===== src/rtl/lan_irq_pkg.sv =====
package lan_irq_pkg;

    localparam int STAT_W = 8;
    localparam int MASK_W = 6;
    localparam int CU_W   = 2;
    localparam int PEND_W = STAT_W + 1;

    // pending vector positions (0..7 mirror the status byte)
    localparam int B_PAUSE = 0;
    localparam int B_RSVD  = 1;
    localparam int B_SWI   = 2;
    localparam int B_MDI   = 3;
    localparam int B_RNR   = 4;
    localparam int B_CUEV  = 5;
    localparam int B_FRX   = 6;
    localparam int B_CMD   = 7;
    localparam int B_ERX   = STAT_W;

    // mask register positions
    localparam int M_PAUSE = 0;
    localparam int M_ERX   = 1;
    localparam int M_RNR   = 2;
    localparam int M_CUEV  = 3;
    localparam int M_FRX   = 4;
    localparam int M_CMD   = 5;

    typedef enum logic [CU_W-1:0] {
        CU_IDLE   = 2'b00,
        CU_SUSP   = 2'b01,
        CU_ACT_LO = 2'b10,
        CU_ACT_HI = 2'b11
    } cu_state_e;

    typedef struct packed {
        logic cmd;
        logic frx;
        logic erx;
        logic cuev;
        logic rnr;
        logic mdi;
        logic swi;
        logic pause;
    } ev_s;

    function automatic logic cu_active(input logic [CU_W-1:0] s);
        return s[CU_W-1];
    endfunction

    function automatic logic cu_event(input logic ci_mode,
                                      input logic [CU_W-1:0] prev,
                                      input logic [CU_W-1:0] cur);
        if (ci_mode)
            return (prev != CU_IDLE) && (cur == CU_IDLE);
        return cu_active(prev) && !cu_active(cur);
    endfunction

    function automatic logic [PEND_W-1:0] ev_to_vec(input ev_s e);
        logic [PEND_W-1:0] v;
        v          = '0;
        v[B_PAUSE] = e.pause;
        v[B_SWI]   = e.swi;
        v[B_MDI]   = e.mdi;
        v[B_RNR]   = e.rnr;
        v[B_CUEV]  = e.cuev;
        v[B_FRX]   = e.frx;
        v[B_CMD]   = e.cmd;
        v[B_ERX]   = e.erx;
        return v;
    endfunction

    function automatic logic [PEND_W-1:0] ack_to_vec(input logic [STAT_W-1:0] a);
        logic [PEND_W-1:0] v;
        v          = {1'b0, a};
        v[B_ERX]   = a[B_FRX];
        return v;
    endfunction

    // per pending bit: 1 = blocked from the pin
    function automatic logic [PEND_W-1:0] mask_to_vec(input logic [MASK_W-1:0] m);
        logic [PEND_W-1:0] v;
        v          = '0;
        v[B_PAUSE] = m[M_PAUSE];
        v[B_RSVD]  = 1'b1;
        v[B_RNR]   = m[M_RNR];
        v[B_CUEV]  = m[M_CUEV];
        v[B_FRX]   = m[M_FRX];
        v[B_CMD]   = m[M_CMD];
        v[B_ERX]   = m[M_ERX];
        return v;
    endfunction

    function automatic logic [STAT_W-1:0] pend_to_status(input logic [PEND_W-1:0] p);
        logic [STAT_W-1:0] s;
        s         = p[STAT_W-1:0];
        s[B_FRX]  = p[B_FRX] | p[B_ERX];
        s[B_RSVD] = 1'b0;
        return s;
    endfunction

endpackage


===== src/rtl/lan_irq_evt.sv =====
module lan_irq_evt
    import lan_irq_pkg::*;
(
    input  logic            clk,
    input  logic            rst,
    input  logic            cfg_ci_mode,
    input  logic            mdi_irq_en,
    input  logic [CU_W-1:0] cu_state,
    input  logic            ev_cmd_done,
    input  logic            ev_frame_rx,
    input  logic            ev_early_rx,
    input  logic            ev_ru_not_ready,
    input  logic            ev_mdi_done,
    input  logic            ev_pause_rx,
    input  logic            swi_req,
    output logic [PEND_W-1:0] set_vec
);
    logic [CU_W-1:0] cu_prev_q;
    ev_s             ev;

    always_ff @(posedge clk) begin
        if (rst) cu_prev_q <= CU_IDLE;
        else     cu_prev_q <= cu_state;
    end

    always_comb begin
        ev.cmd   = ev_cmd_done;
        ev.frx   = ev_frame_rx;
        ev.erx   = ev_early_rx;
        ev.cuev  = cu_event(cfg_ci_mode, cu_prev_q, cu_state);
        ev.rnr   = ev_ru_not_ready;
        ev.mdi   = ev_mdi_done & mdi_irq_en;
        ev.swi   = swi_req;
        ev.pause = ev_pause_rx;
        set_vec  = ev_to_vec(ev);
    end
endmodule


===== src/rtl/lan_irq_pend.sv =====
module lan_irq_pend
    import lan_irq_pkg::*;
(
    input  logic              clk,
    input  logic              rst,
    input  logic [PEND_W-1:0] set_vec,
    input  logic              ack_we,
    input  logic [STAT_W-1:0] ack_data,
    output logic [PEND_W-1:0] pend
);
    logic [PEND_W-1:0] clr_vec;

    assign clr_vec = ack_we ? ack_to_vec(ack_data) : '0;

    for (genvar i = 0; i < PEND_W; i++) begin : g_bit
        if (i == B_RSVD) begin : g_rsvd
            assign pend[i] = 1'b0;
        end else begin : g_live
            logic q;
            always_ff @(posedge clk) begin
                if (rst)             q <= 1'b0;
                else if (set_vec[i]) q <= 1'b1;   // event beats acknowledge
                else if (clr_vec[i]) q <= 1'b0;
            end
            assign pend[i] = q;
        end
    end
endmodule


===== src/rtl/lan_irq_ctl.sv =====
module lan_irq_ctl
    import lan_irq_pkg::*;
(
    input  logic              clk,
    input  logic              rst,
    input  logic              ictl_we,
    input  logic [STAT_W-1:0] ictl_data,
    input  logic [PEND_W-1:0] pend,
    output logic              swi_req,
    output logic [STAT_W-1:0] ictl_rd,
    output logic              irq_n
);
    localparam int GM_BIT = 0;
    localparam int SI_BIT = 1;
    localparam int MSK_LO = 2;

    logic [MASK_W-1:0] mask_q;
    logic              gmask_q;
    logic [PEND_W-1:0] live;

    always_ff @(posedge clk) begin
        if (rst) begin
            mask_q  <= '0;
            gmask_q <= 1'b0;
        end else if (ictl_we) begin
            mask_q  <= ictl_data[MSK_LO +: MASK_W];
            gmask_q <= ictl_data[GM_BIT];
        end
    end

    // global mask in the same write outranks the trigger
    assign swi_req = ictl_we & ictl_data[SI_BIT] & ~ictl_data[GM_BIT];
    assign ictl_rd = {mask_q, 1'b0, gmask_q};
    assign live    = pend & ~mask_to_vec(mask_q);
    assign irq_n   = gmask_q | ~(|live);
endmodule


===== src/rtl/lan_irq_status.sv =====
module lan_irq_status
    import lan_irq_pkg::*;
(
    input  logic        clk,
    input  logic        rst,
    input  logic        cfg_ci_mode,
    input  logic        mdi_irq_en,
    input  logic [1:0]  cu_state,
    input  logic        ev_cmd_done,
    input  logic        ev_frame_rx,
    input  logic        ev_early_rx,
    input  logic        ev_ru_not_ready,
    input  logic        ev_mdi_done,
    input  logic        ev_pause_rx,
    input  logic        ack_we,
    input  logic [7:0]  ack_data,
    input  logic        ictl_we,
    input  logic [7:0]  ictl_data,
    output logic [7:0]  status_byte,
    output logic [7:0]  ictl_rd,
    output logic        irq_n
);
    logic [PEND_W-1:0] set_vec;
    logic [PEND_W-1:0] pend;
    logic              swi_req;

    lan_irq_evt u_evt (
        .clk(clk), .rst(rst), .cfg_ci_mode(cfg_ci_mode), .mdi_irq_en(mdi_irq_en),
        .cu_state(cu_state), .ev_cmd_done(ev_cmd_done), .ev_frame_rx(ev_frame_rx),
        .ev_early_rx(ev_early_rx), .ev_ru_not_ready(ev_ru_not_ready),
        .ev_mdi_done(ev_mdi_done), .ev_pause_rx(ev_pause_rx), .swi_req(swi_req),
        .set_vec(set_vec)
    );

    lan_irq_pend u_pend (
        .clk(clk), .rst(rst), .set_vec(set_vec), .ack_we(ack_we),
        .ack_data(ack_data), .pend(pend)
    );

    lan_irq_ctl u_ctl (
        .clk(clk), .rst(rst), .ictl_we(ictl_we), .ictl_data(ictl_data),
        .pend(pend), .swi_req(swi_req), .ictl_rd(ictl_rd), .irq_n(irq_n)
    );

    assign status_byte = pend_to_status(pend);
endmodule


===== config.mk =====
export PLATFORM = sky130hd
export DESIGN_NAME = lan_irq_status
export DESIGN_NICKNAME = d
export VERILOG_FILES = /design/src/rtl/lan_irq_pkg.sv /design/src/rtl/lan_irq_evt.sv /design/src/rtl/lan_irq_pend.sv /design/src/rtl/lan_irq_ctl.sv /design/src/rtl/lan_irq_status.sv
export SDC_FILE = /design/constraint.sdc
export NUM_CORES = 1
export LEC_CHECK = 0
export ABC_AREA = 1
export BUFFER_PORTS_ARGS = -buffer_cell sky130_fd_sc_hd__buf_4
export CORE_UTILIZATION = 40
export DETAILED_ROUTE_END_ITERATION = 7
export PLACE_DENSITY_LB_ADDON = 0.12
export SETUP_SLACK_MARGIN = 0.02
export SLEW_MARGIN = 25
export SYNTH_ARGS = -nofsm -noshare
export SYNTH_HDL_FRONTEND = slang
export SYNTH_SLANG_ARGS = --single-unit

===== constraint.sdc =====
create_clock -name clk -period 0.9 [get_ports clk]
set_input_delay 0.045 -clock clk [delete_from_list [all_inputs] [get_ports clk]]
set_output_delay 0.045 -clock clk [all_outputs]
set_load 0.01 [all_outputs]

; After elaboration in Yosys (flattened, before gate mapping)
; Index checks and enable logic that the tools add are counted.
[word_totals]
regBits = 17
latchBits = 0
ram_bits = 0
romBits = 0
elab_cells = 54
n_memories = 0
[classes]
addsub = 0
multipliers = 0
div = 0
magnitude_cmp = 0
eq_ne = 0
shift = 0
muxes = 20
bitwise = 9
n_reduce_logical = 14
[ops]
columns = cell, n
row1 = $mux 1, 19
row2 = $reduce_bool 2->1, 9
row3 = $and 9x9->9, 1
row4 = $mux 9, 1
row5 = $not 9->9, 1
row6 = $reduce_or 9->1, 1
row7 = $and 1x1->1, 3
row8 = $logic_and 1x1->1, 2
row9 = $logic_not 2->1, 1
row10 = $not 1->1, 2
row11 = $or 1x1->1, 2
row12 = $logic_not 1->1, 1

; Logic depth before layout (Yosys ltp)
; Gate-level depths: netlist of run 1.
[depth]
depth_word = 5
ltp_mapped = 6

; Cells and area by module
; Synthesis of run 1 repeated with hierarchy kept, for this count alone.
[unflattened]
hier_cells = 126
area_unflattened_um2 = 885.8
[by_module_without_submodules]
columns = module, n_inst, cells_per_inst, area_per_inst_um2
row1 = lan_irq_pend, 1, 50, 387.9
row2 = lan_irq_ctl, 1, 51, 340.3
row3 = lan_irq_evt, 1, 20, 135.1
row4 = lan_irq_status, 1, 5, 22.5

; Worst setup path after synthesis of run 1
; Ideal clock, no wire load.
[synth_timing]
path_kind = register to output
start = register u_ctl.mask_q[0]
end = output irq_n
t_arrival_ps = 727
t_required_ps = 855
slack_ps = 128
stages_incl_launch_ff = 7
n_path_buf = 0
path_cell_list = dfxtp_1 inv_1 nand2_1 nand2_1 nor2_1 nand2_1 nand2_1
[synth_via]
elab_chain_cells = 5
[synth_lines]
columns = element, line_no
row1 = "start, declared", lan_irq_ctl.sv:17  ; logic [MASK_W-1:0] mask_q;
row2 = "start signal, assigned", lan_irq_ctl.sv:26  ; mask_q <= ictl_data[MSK_LO +: MASK_W];
row3 = $not 9->9, lan_irq_ctl.sv:34  ; assign live = pend & ~mask_to_vec(mask_q);
row4 = $and 9x9->9, lan_irq_ctl.sv:34
row5 = $reduce_or 9->1, lan_irq_ctl.sv:35  ; assign irq_n = gmask_q | ~(|live);
row6 = $not 1->1, lan_irq_ctl.sv:35
row7 = $or 1x1->1, lan_irq_ctl.sv:35
row8 = "end, declared", lan_irq_status.sv:21  ; output logic irq_n
; No other way between the ends.

; Final worst setup path of run 1
[layout_timing]
start = register u_ctl.mask_q[5]
end = output irq_n
; Same word-level chain as after synthesis.

==> run summary, run 1 <==
register area share after synthesis: 45.9%
mean post-synth cell area: 7.26 um^2
vias in the first global route: 706
VDD IR max: 0.000873 V
top cells by area, synth: dfxtp_1 46%, nand2_1 13%, a21oi_1 9.5%, buf_4 9.1%, nor2_1 6.6%
Mapped Area: 741 um^2
Synth Flop Type: dfxtp_1
biggest area consumer among synthesized cells: dfxtp_1
DRC: 0
Synth async-reset ratio: 0%
port buffer count: 43
top post-synthesis cells by count: 25 x nand2_1, 17 x dfxtp_1, 14 x a21oi_1
CP max stage delay: 0.33 ns
CP endpoint kind: output pin
clk slew on worst S/H paths: 0.09 ns
Yosys cell types: 15
drt first pass iters: 4
crit-path max FO: 2
PD cells: 1370 nW/um^2
Static Leak: 0.000591 uW
Worst EP arrival: 1.07 ns
Critical Path RT: 0.85 ns
Crit path max-delay family: flip-flops
max cap viols: 0
initial antenna violation count: 0
Final min period: 1.11 ns
NumNets Final: 181
failing checks: negative hold slack, negative setup slack
DR vias/cell: 4.39
fillcell total: 168
hpwl dp: 1180 um
Clock Sink Count: 17
clk root buf: clkbuf_4
Fmax achieved: 0.897 GHz
routed len/inst: 10.0 um
post-route clock skew: 0.0000813 ns
Post-synth EDFFs: 0
Die Y: 45.0 um
top cell type's share of synthesized area: 45.9%
largest net degree at the start of global routing: 14
worst hold margin: -0.000508 ns
final setup vio count: 3
crit path buf inv count: 2
Final WS setup: -0.215 ns
outcome: finished, violations left
Die X: 45.0 um
clock buffer depth: 2
Vias: 768
Syn. warnings: 0
unrepaired setup endpoints after global routing: yes
GP Congestion: 0.782
Placed Area: 1010 um^2
die area: 2030 um^2
Crit Path Category: reg2out
gr usage total: 18.8%
diodes inserted: 0
Top cell by count, worst path: nand2_1
Mapped Cells: 102
Hold Violations, Final: 1
Crit-path slowest cell: dfxtp_2
CP cell instances: inv_1 -> nand2_1 -> nand2_1 -> nor2_2 -> nand2_1 -> nand2_1 -> buf_6
post-route setup TNS: -0.339 ns
CTS tree: yes
Routed Wire Length: 1760 um
final critical-path share of the clock period: 124%
Total Power: 1620 uW
iteration-0 DRC count of the detailed router: 6
Slew Limit Fails: 0
ANT nets after route: 0
CORE AREA: 1730 um^2
CTS H-Tree Depth: 1
Ports: 47
Initial Util: 42.9%
number of CTS-inserted buffers: 3
standard-cell rows: 15
area grow syn2layout: 59.8%
top-count cell post-synth: nand2_1
Hold Crit Class: in2reg
first-pass GRT wire length: 2720 um
design area: 1180 um^2
share of cells above drive strength 1: 45.3%
register bit total from synthesis: 17
Overflow after GRT: 0
Worst setup SP type: flop
Worst-Skew Late Latency: 0.28 ns
routing by layer:
layer	vias up	routed length (um)	part of all wire (%)	global-route usage (%)
li1	399	-	-	-
met1	345	682	39	19.3
met2	22	966	55	35.4
met3	2	94	5.4	4.00
met4	0	12	0.68	9.09
met5	-	0	0	0
worst min-delay path, stage by stage:
cell     delay (ns)
buf_4          0.11
nand2_1        0.05
a21oi_1        0.05
kinds of logic (layout without fill, tap and decap cells):
| family | after synthesis | in the layout | share of synthesized area [%] |
|---|---|---|---|
| AND/OR/NAND/NOR | 40 | 40 | 20.9 |
| other | 1 | 2 | 0.506 |
| buffers and inverters | 23 | 70 | 17.4 |
| AO/OA/AOI/OAI | 21 | 21 | 15.2 |
| flip-flops | 17 | 17 | 45.9 |
per-stage QoR:
step                cells  util (%)  setup slack (ns)
global placement      160      58.8            0.0682
global route          175      68.6            -0.311
detailed placement    160      58.8            0.0618
finish                175      68.6            -0.215
CTS                   174      67.0            -0.246
floorplan             103         -             0.128
power by group:
group / switching [uW] / total, uW / internal [uW] / leakage (uW)
logic: 162 / 392 / 230 / 0.000432
clock network: 218 / 390 / 172 / 0.0000150
registers: 30.7 / 839 / 808 / 0.000144
final timing paths:
path / slack [ns] / from / depth (start not counted) / to
hold reg to reg: 0.46 / u_ctl.mask_q[3]$_SDFFE_PP0P_ / 2 / u_ctl.mask_q[3]$_SDFFE_PP0P_
hold / removal: -0.0005 / ictl_data[1] / 3 / u_pend.g_bit[2].g_live.q$_SDFFE_PP0P_
setup / recovery: -0.21 / u_ctl.mask_q[5]$_SDFFE_PP0P_ / 7 / irq_n
setup reg to reg: 0.22 / u_pend.g_bit[3].g_live.q$_SDFFE_PP0P_ / 3 / u_pend.g_bit[3].g_live.q$_SDFFE_PP0P_
registers in the layout, summed over array words and instances (netlist names):
| name | count |
|---|---|
| u_ctl.gmask_q | 1 |
| u_ctl.mask_q | 6 |
| u_pend.g_bit.g_live.q | 8 |
| u_evt.cu_prev_q | 2 |
layout make-up:
class	instances	area [um^2]	area share, %
clock buffer	4	26.3	2.22
inverter	12	45.0	3.81
sequential	17	353	29.8
multi-input combinational	63	287	24.2
timing repair buffer	54	442	37.3
tap	25	31.3	2.64
layout by cell type (no fill, tap or decap):
cell            n
a211oi_2        1
o21ai_0         3
dlygate4sd3_1  10
o21ai_1         3
a21oi_1        13
clkbuf_4        3
nor2_1         11
inv_2           5
or2_4           1
buf_4          41
conb_1          2
nor2_2          3
dfxtp_2        10
clkbuf_1        1
a21oi_2         1
buf_6           3
dfxtp_1         7
nand2_1        25
inv_1           7
repair_timing:
item,4_1_cts,5_1_grt
setup endpoints to repair,2,4
gates resized for setup,9,12
cloned,0,0
hold buffers,9,1
endpoints found under the hold margin,9,1
buffers inserted,1,0
pin swaps,1,3
Power figures use the tool's default switching activity.
==> inputs of run 2 (changes only) <==
ABC_AREA = unset   (was 1)
GPL_ROUTABILITY_DRIVEN = 0   (was unset)
==> run 2 against run 1 <==
Effect of this change:
- the flow finishes with violations (negative setup slack)
- non-clock buffer count is 14 higher
- register-to-register slack lost 0.18 ns
- setup slack worse by 0.21 ns
- critical path type unchanged
- critical endpoint unchanged
==> run summary, run 2 <==
met3 usage: 4.90% (+0.90 points)
NetSw: 432 uW (+4.9%)
Largest register FFs: 8 (unchanged)
R2R setup slack: 0.04 ns (-0.18 ns)
Reg2Reg Depth: 4 (+1)
hpwl dp: 1240 um (+5.3%)
initial antenna violation count: 0 (unchanged)
Mapped Cells: 82 (-20%)
share of cells above drive strength 1: 50.3% (+5.0 points)
top cell type's share of synthesized area: 47.5% (+1.5 points)
WHS Endpoint: u_ctl.mask_q[5]$_SDFFE_PP0P_
max cap viols: 0 (unchanged)
Synth async-reset ratio: 0% (unchanged)
Yosys cell types: 18 (+3)
diodes inserted: 0 (unchanged)
outcome: finished, violations left
fillcell total: 100 (-40%)
clock power share: 23.9% (-0.2 points)
Final min period: 1.32 ns (+0.207 ns)
FF+latch area: 353 um^2 (unchanged)
port buffer count: 43 (unchanged)
met2 Usage GRT: 36.5% (+1.1 points)
PD cells: 1280 nW/um^2 (-6.8%)
GRT busiest layer: met2
CTS H-Tree Depth: 1 (unchanged)
Critical Path RT: 0.85 ns (about the same)
Mapped Area: 717 um^2 (-3.2%)
worst setup path startpoint: u_ctl.mask_q[0]$_SDFFE_PP0P_
Hold Violations, Final: 0 (-1)
first-pass GRT wire length: 2980 um (+9.6%)
DR vias/cell: 4.51 (+2.7%)
Die X: 44.3 um (-1.5%)
Fmax achieved: 0.757 GHz (-16%)
NumNets Final: 174 (-3.9%)
Final WS setup: -0.422 ns (-0.207 ns)
sw frac: 25.4% (+0.049 points)
routed len/inst: 11.8 um (+17%)
Worst EP arrival: 1.28 ns (+0.21 ns)
Static Leak: 0.000654 uW (+11%)
internal power: 1270 uW (+4.6%)
standard-cell rows: 14 (-1)
die area: 1970 um^2 (-3.1%)
Hold Crit Class: in2reg
biggest area consumer among synthesized cells: dfxtp_1
Biggest register: u_pend.g_bit.g_live.q
VDD IR max: 0.00106 V (+21%)
commonest non-fill, non-tap cells in the layout: 36 x buf_4, 20 x buf_6, 14 x nor2_1, 12 x dlygate4sd3_1, 10 x dfxtp_2
Die Y: 44.3 um (-1.5%)
area occupied by multi-input gates: 285 um^2 (-0.44%)
Routed Wire Length: 1960 um (+12%)
Logic pwr share: 26.9% (+2.7 points)
clk slew on worst S/H paths: 0.11 ns (+0.02 ns)
clk root buf: clkbuf_4
Ports: 47 (unchanged)
DP Worst Slack: -0.0980 ns (-0.160 ns)
Post-Layout Cell Count: 167 (-4.6%)
drt first pass iters: 4 (unchanged)
Vias: 753 (-2.0%)
Clock Sink Count: 17 (unchanged)
number of CTS-inserted buffers: 3 (unchanged)
vias in the first global route: 739 (+4.7%)
CP endpoint kind: output pin
final critical-path share of the clock period: 147% (+23 points)
Syn. warnings: 0 (unchanged)
failing checks: negative setup slack
dpl cells: 148 (-7.5%)
grt met1 use: 24.6% (+5.3 points)
CTS tree: yes
top post-synthesis cells by count: 17 x dfxtp_1, 14 x nor2_1, 9 x buf_4
unrepaired setup endpoints after global routing: yes
hold depth: 3 (unchanged)
iteration-0 DRC count of the detailed router: 5 (-1)
DRC: 0 (unchanged)
most common cell after layout, fill and taps aside: buf_4
Crit Path Category: reg2out
Worst-Skew Late Latency: 0.29 ns (about the same)
register area share after synthesis: 47.5% (+1.5 points)
clock buffer depth: 2 (unchanged)
Worst setup SP type: flop
register share of total power: 49.2% (-2.5 points)
Post-synth EDFFs: 0 (unchanged)
top cells by area, synth: dfxtp_1 47%, mux2i_1 9.8%, buf_4 9.4%, nor2_1 7.3%, a21oi_1 4.9%
crit-path max FO: 2 (unchanged)
post-route clock skew: 0.000126 ns (+0.0000452 ns)
CORE AREA: 1590 um^2 (-7.7%)
register bit total from synthesis: 17 (unchanged)
largest net degree at the start of global routing: 18 (+4)
Overflow after GRT: 0 (unchanged)
top-count cell post-synth: dfxtp_1
Slew Limit Fails: 0 (unchanged)
area grow syn2layout: 85.5%
Initial Util: 45.0% (+2.1 points)
gr usage total: 20.5% (+1.7 points)
r2r startpoint: u_pend.g_bit[0].g_live.q$_SDFFE_PP0P_
mean post-synth cell area: 8.74 um^2 (+20%)
Top Registers: u_pend.g_bit.g_live.q x8, u_ctl.mask_q x6, u_evt.cu_prev_q x2
r2r endpoint: u_pend.g_bit[0].g_live.q$_SDFFE_PP0P_
Synth Flop Type: dfxtp_1
Hold Crit Start: ictl_data[7]
ANT nets after route: 0 (unchanged)
final setup vio count: 6 (+3)
[run 2: power groups by stage]
stage	Clock (uW)	Sequential [uW]	Combinational, uW
after floorplan	0	849	158
after detailed placement	0	842	354
after global placement	0	841	350
after global routing	448	841	488
after CTS	408	833	437
final	406	836	456
[run 2: repair_timing]
| action | in CTS | in global routing |
|---|---|---|
| setup endpoints to repair | 11 | 13 |
| gates resized for setup | 26 | 6 |
| hold buffers | 12 | 0 |
| pin swaps | 2 | 0 |
| setup buffers | 1 | 4 |
| endpoints found under the hold margin | 13 | 0 |
[run 2: cell type report]
type / count / share of cell area (%)
timing repair buffer: 68 / 46.3
inverter: 5 / 1.41
multi-input combinational: 49 / 21.4
clock inverter: 1 / 0.376
clock buffer: 3 / 1.69
sequential: 17 / 26.5
tap: 24 / 2.26
[run 2: logic make-up after synthesis]
| group | count (synthesis) | synth area share, % |
|---|---|---|
| AOI/OAI and AO/OA | 13 | 12.2 |
| muxes | 7 | 9.77 |
| and+or+nand+nor | 27 | 15.9 |
| buffers and inverters | 17 | 14.1 |
| DFF | 17 | 47.5 |
| other | 1 | 0.523 |
[run 2: worst max-delay path by stage]
stage	endpoint	slack, ns	cells past startpoint
after floorplan	irq_n	-0.05	3
after global placement	irq_n	-0.11	4
after detailed placement	irq_n	-0.1	4
after CTS	irq_n	-0.43	4
after global routing	irq_n	-0.52	4
final	irq_n	-0.42	4
[run 2: per-stage QoR]
| stage | power [uW] | area (um^2) | setup TNS, ns | hold slack, ns | utilization (%) |
|---|---|---|---|---|---|
| 3_5_place_dp | 1200 | 1070 | -0.0980 | 0.257 | 67.0 |
| 2_1_floorplan | 1010 | 723 | -0.0550 | 0.162 | - |
| 6_report | 1700 | 1330 | -0.731 | 0.00545 | 83.4 |
| 3_3_place_gp | 1190 | 1070 | -0.111 | 0.252 | 67.0 |
| 4_1_cts | 1680 | 1300 | -0.757 | 0.00439 | 81.7 |
| 5_1_grt | 1780 | 1330 | -1.11 | 0.00929 | 83.4 |
[run 2: critical path: stages (launching register included)]
cell      delay (ns)
dfxtp_2         0.34
inv_1           0.04
a222oi_1        0.30
a41o_1          0.20
buf_4           0.11
[run 2: per-layer routing]
metal | up-vias | part of all wire (%)
li1 | 379 | -
met1 | 341 | 42
met2 | 31 | 52
met3 | 2 | 5.0
met4 | 0 | 0.92
met5 | - | 0
==> inputs of run 3 (changes only) <==
CELL_PAD_IN_SITES_DETAIL_PLACEMENT = 1   (was unset)
CELL_PAD_IN_SITES_GLOBAL_PLACEMENT = 1   (was unset)
CORE_UTILIZATION = 27   (was 40)
SLEW_MARGIN = unset   (was 25)
==> run 3 against run 2 <==
Effect of this change:
- the run ends with negative hold slack, negative setup slack left
- sequential power hardly changed
- clock power up 5.7%
- non-clock buffer count grew 3
- critical path type unchanged
- largest cell class unchanged
==> run summary, run 3 (same netlist as run 2, synthesis figures left out) <==
max cap viols: 0 (unchanged)
area grow syn2layout: 91.1%
Slew Limit Fails: 0 (unchanged)
worst setup path startpoint: u_ctl.mask_q[0]$_SDFFE_PP0P_
grt met1 use: 19.5% (-5.1 points)
DRC: 0 (unchanged)
CORE AREA: 2500 um^2 (+57%)
unrepaired setup endpoints after global routing: yes
hpwl dp: 1500 um (+21%)
Worst-Skew Late Latency: 0.30 ns (about the same)
Clock Sink Count: 17 (unchanged)
PD cells: 1270 nW/um^2 (-0.60%)
post-route setup TNS: -1.44 ns (-0.704 ns)
met2 Usage GRT: 31.9% (-4.6 points)
Biggest register: u_pend.g_bit.g_live.q
commonest non-fill, non-tap cells in the layout: 36 x buf_4, 22 x buf_6, 14 x nor2_1, 13 x dlygate4sd3_1, 11 x dfxtp_2
Worst EP arrival: 1.32 ns (+0.04 ns)
CP max stage delay: 0.34 ns (about the same)
number of CTS-inserted buffers: 3 (unchanged)
crit-path max FO: 2 (unchanged)
Overflow after GRT: 0 (unchanged)
r2r endpoint: u_ctl.mask_q[0]$_SDFFE_PP0P_
drt first pass iters: 4 (unchanged)
Die Y: 53.5 um (+21%)
Static Leak: 0.000668 uW (+2.2%)
Fmax achieved: 0.731 GHz (-3.4%)
Reg2Reg Depth: 7 (+3)
outcome: finished, violations left
NumNets Final: 177 (+1.7%)
CTS H-Tree Depth: 1 (unchanged)
initial antenna violation count: 0 (unchanged)
Final min period: 1.37 ns (+0.0467 ns)
post-route clock skew: 0.00610 ns (+0.00597 ns)
port buffer count: 43 (unchanged)
CTS tree: yes
Crit Path Category: reg2out
GRT busiest layer: met2
Top Registers: u_pend.g_bit.g_live.q x8, u_ctl.mask_q x6, u_evt.cu_prev_q x2
Final WS setup: -0.468 ns (-0.0467 ns)
clk slew on worst S/H paths: 0.10 ns (about the same)
met3 usage: 4.80% (-0.096 points)
final critical-path share of the clock period: 152% (+5.2 points)
die area: 2870 um^2 (+46%)
Hold Crit Class: in2reg
R2R setup slack: -0.25 ns (-0.29 ns)
Hold Violations, Final: 1 (+1)
Worst setup SP type: flop
failing checks: negative hold slack, negative setup slack
Critical Path RT: 0.85 ns (about the same)
clk root buf: clkbuf_4
share of cells above drive strength 1: 50.7% (+0.34 points)
Routed Wire Length: 2240 um (+14%)
Finished Core Util: 54.8% (-29 points)
fillcell total: 294 (+190%)
vias in the first global route: 793 (+7.3%)
largest net degree at the start of global routing: 18 (unchanged)
final setup vio count: 10 (+4)
CP cell instances: inv_1 -> a222oi_1 -> a41o_1 -> buf_4
VDD IR max: 0.00101 V (-4.4%)
diodes inserted: 0 (unchanged)
Largest register FFs: 8 (unchanged)
DR vias/cell: 4.41 (-2.1%)
most common cell after layout, fill and taps aside: buf_4
clock buffer depth: 2 (unchanged)
iteration-0 DRC count of the detailed router: 6 (+1)
Die X: 53.5 um (+21%)
Ports: 47 (unchanged)
r2r startpoint: u_ctl.mask_q[0]$_SDFFE_PP0P_
Setup crit end: irq_n
standard-cell rows: 18 (+4)
Vias: 777 (+3.2%)
ANT nets after route: 0 (unchanged)
Initial Util: 28.7% (-16 points)
Crit-path slowest cell: dfxtp_2
CP endpoint kind: output pin
gr usage total: 18.0% (-2.5 points)
routed len/inst: 12.7 um (+8.0%)
worst hold margin: -0.00330 ns (-0.00875 ns)
first-pass GRT wire length: 3540 um (+19%)
run 3: metrics by stage:
step                instance area, um^2  worst slack (ns)  cells  power [uW]  hold WS (ns)
finish                             1370            -0.468    176        1740      -0.00330
CTS                                1350            -0.475    175        1730       0.00566
global route                       1370            -0.562    176        1830        0.0188
floorplan                           723           -0.0550     83        1010         0.162
global placement                   1080            -0.116    154        1200         0.250
detailed placement                 1080            -0.141    154        1210         0.264
run 3: worst min path at each step:
stage               cells after the start  slack [ns]       startpoint                               endpoint
finish                                  3      -0.003       mdi_irq_en  u_pend.g_bit[3].g_live.q$_SDFFE_PP0P_
global placement                        3        0.25  ev_ru_not_ready  u_pend.g_bit[4].g_live.q$_SDFFE_PP0P_
detailed placement                      3        0.26  ev_ru_not_ready  u_pend.g_bit[4].g_live.q$_SDFFE_PP0P_
CTS                                     3       0.006       mdi_irq_en  u_pend.g_bit[3].g_live.q$_SDFFE_PP0P_
floorplan                               2        0.16      ev_pause_rx  u_pend.g_bit[0].g_live.q$_SDFFE_PP0P_
global route                            3        0.02     ictl_data[3]           u_ctl.mask_q[1]$_SDFFE_PP0P_
run 3: metal layers:
metal,share of wire (%),wire [um]
met1,40,899
met2,52,1160
met3,5.9,132
met4,2.1,47
met5,0,0
run 3: layout make-up:
cell class,count,area (um^2),area share [%]
Tap cell,30,37.5,2.74
Clock buffer,4,26.3,1.92
Timing Repair Buffer,71,648,47.3
Sequential cell,17,358,26.1
Inverter,5,18.8,1.37
Multi-Input combinational cell,49,282,20.5
run 3: timing repair:
action | in CTS | in global routing
hold endpoints to repair | 13 | 0
resized for setup | 30 | 7
buffers inserted | 5 | 4
pin swaps | 2 | 0
hold buffers | 13 | 0
endpoints found under the setup margin | 12 | 15
run 3: critical path: cells and delay by family (launching register included):
| kind | cells | cell delay (ns) |
|---|---|---|
| buffers and inverters | 2 | 0.16 |
| AO/OA/AOI/OAI | 2 | 0.53 |
| flip-flops | 1 | 0.34 |
run 3: power breakdown:
group | leakage [uW] | internal [uW] | switching, uW
sequential | 0.000145 | 804 | 33.8
clock | 0.0000150 | 173 | 256
combinational | 0.000508 | 306 | 164
total | 0.000668 | 1280 | 454
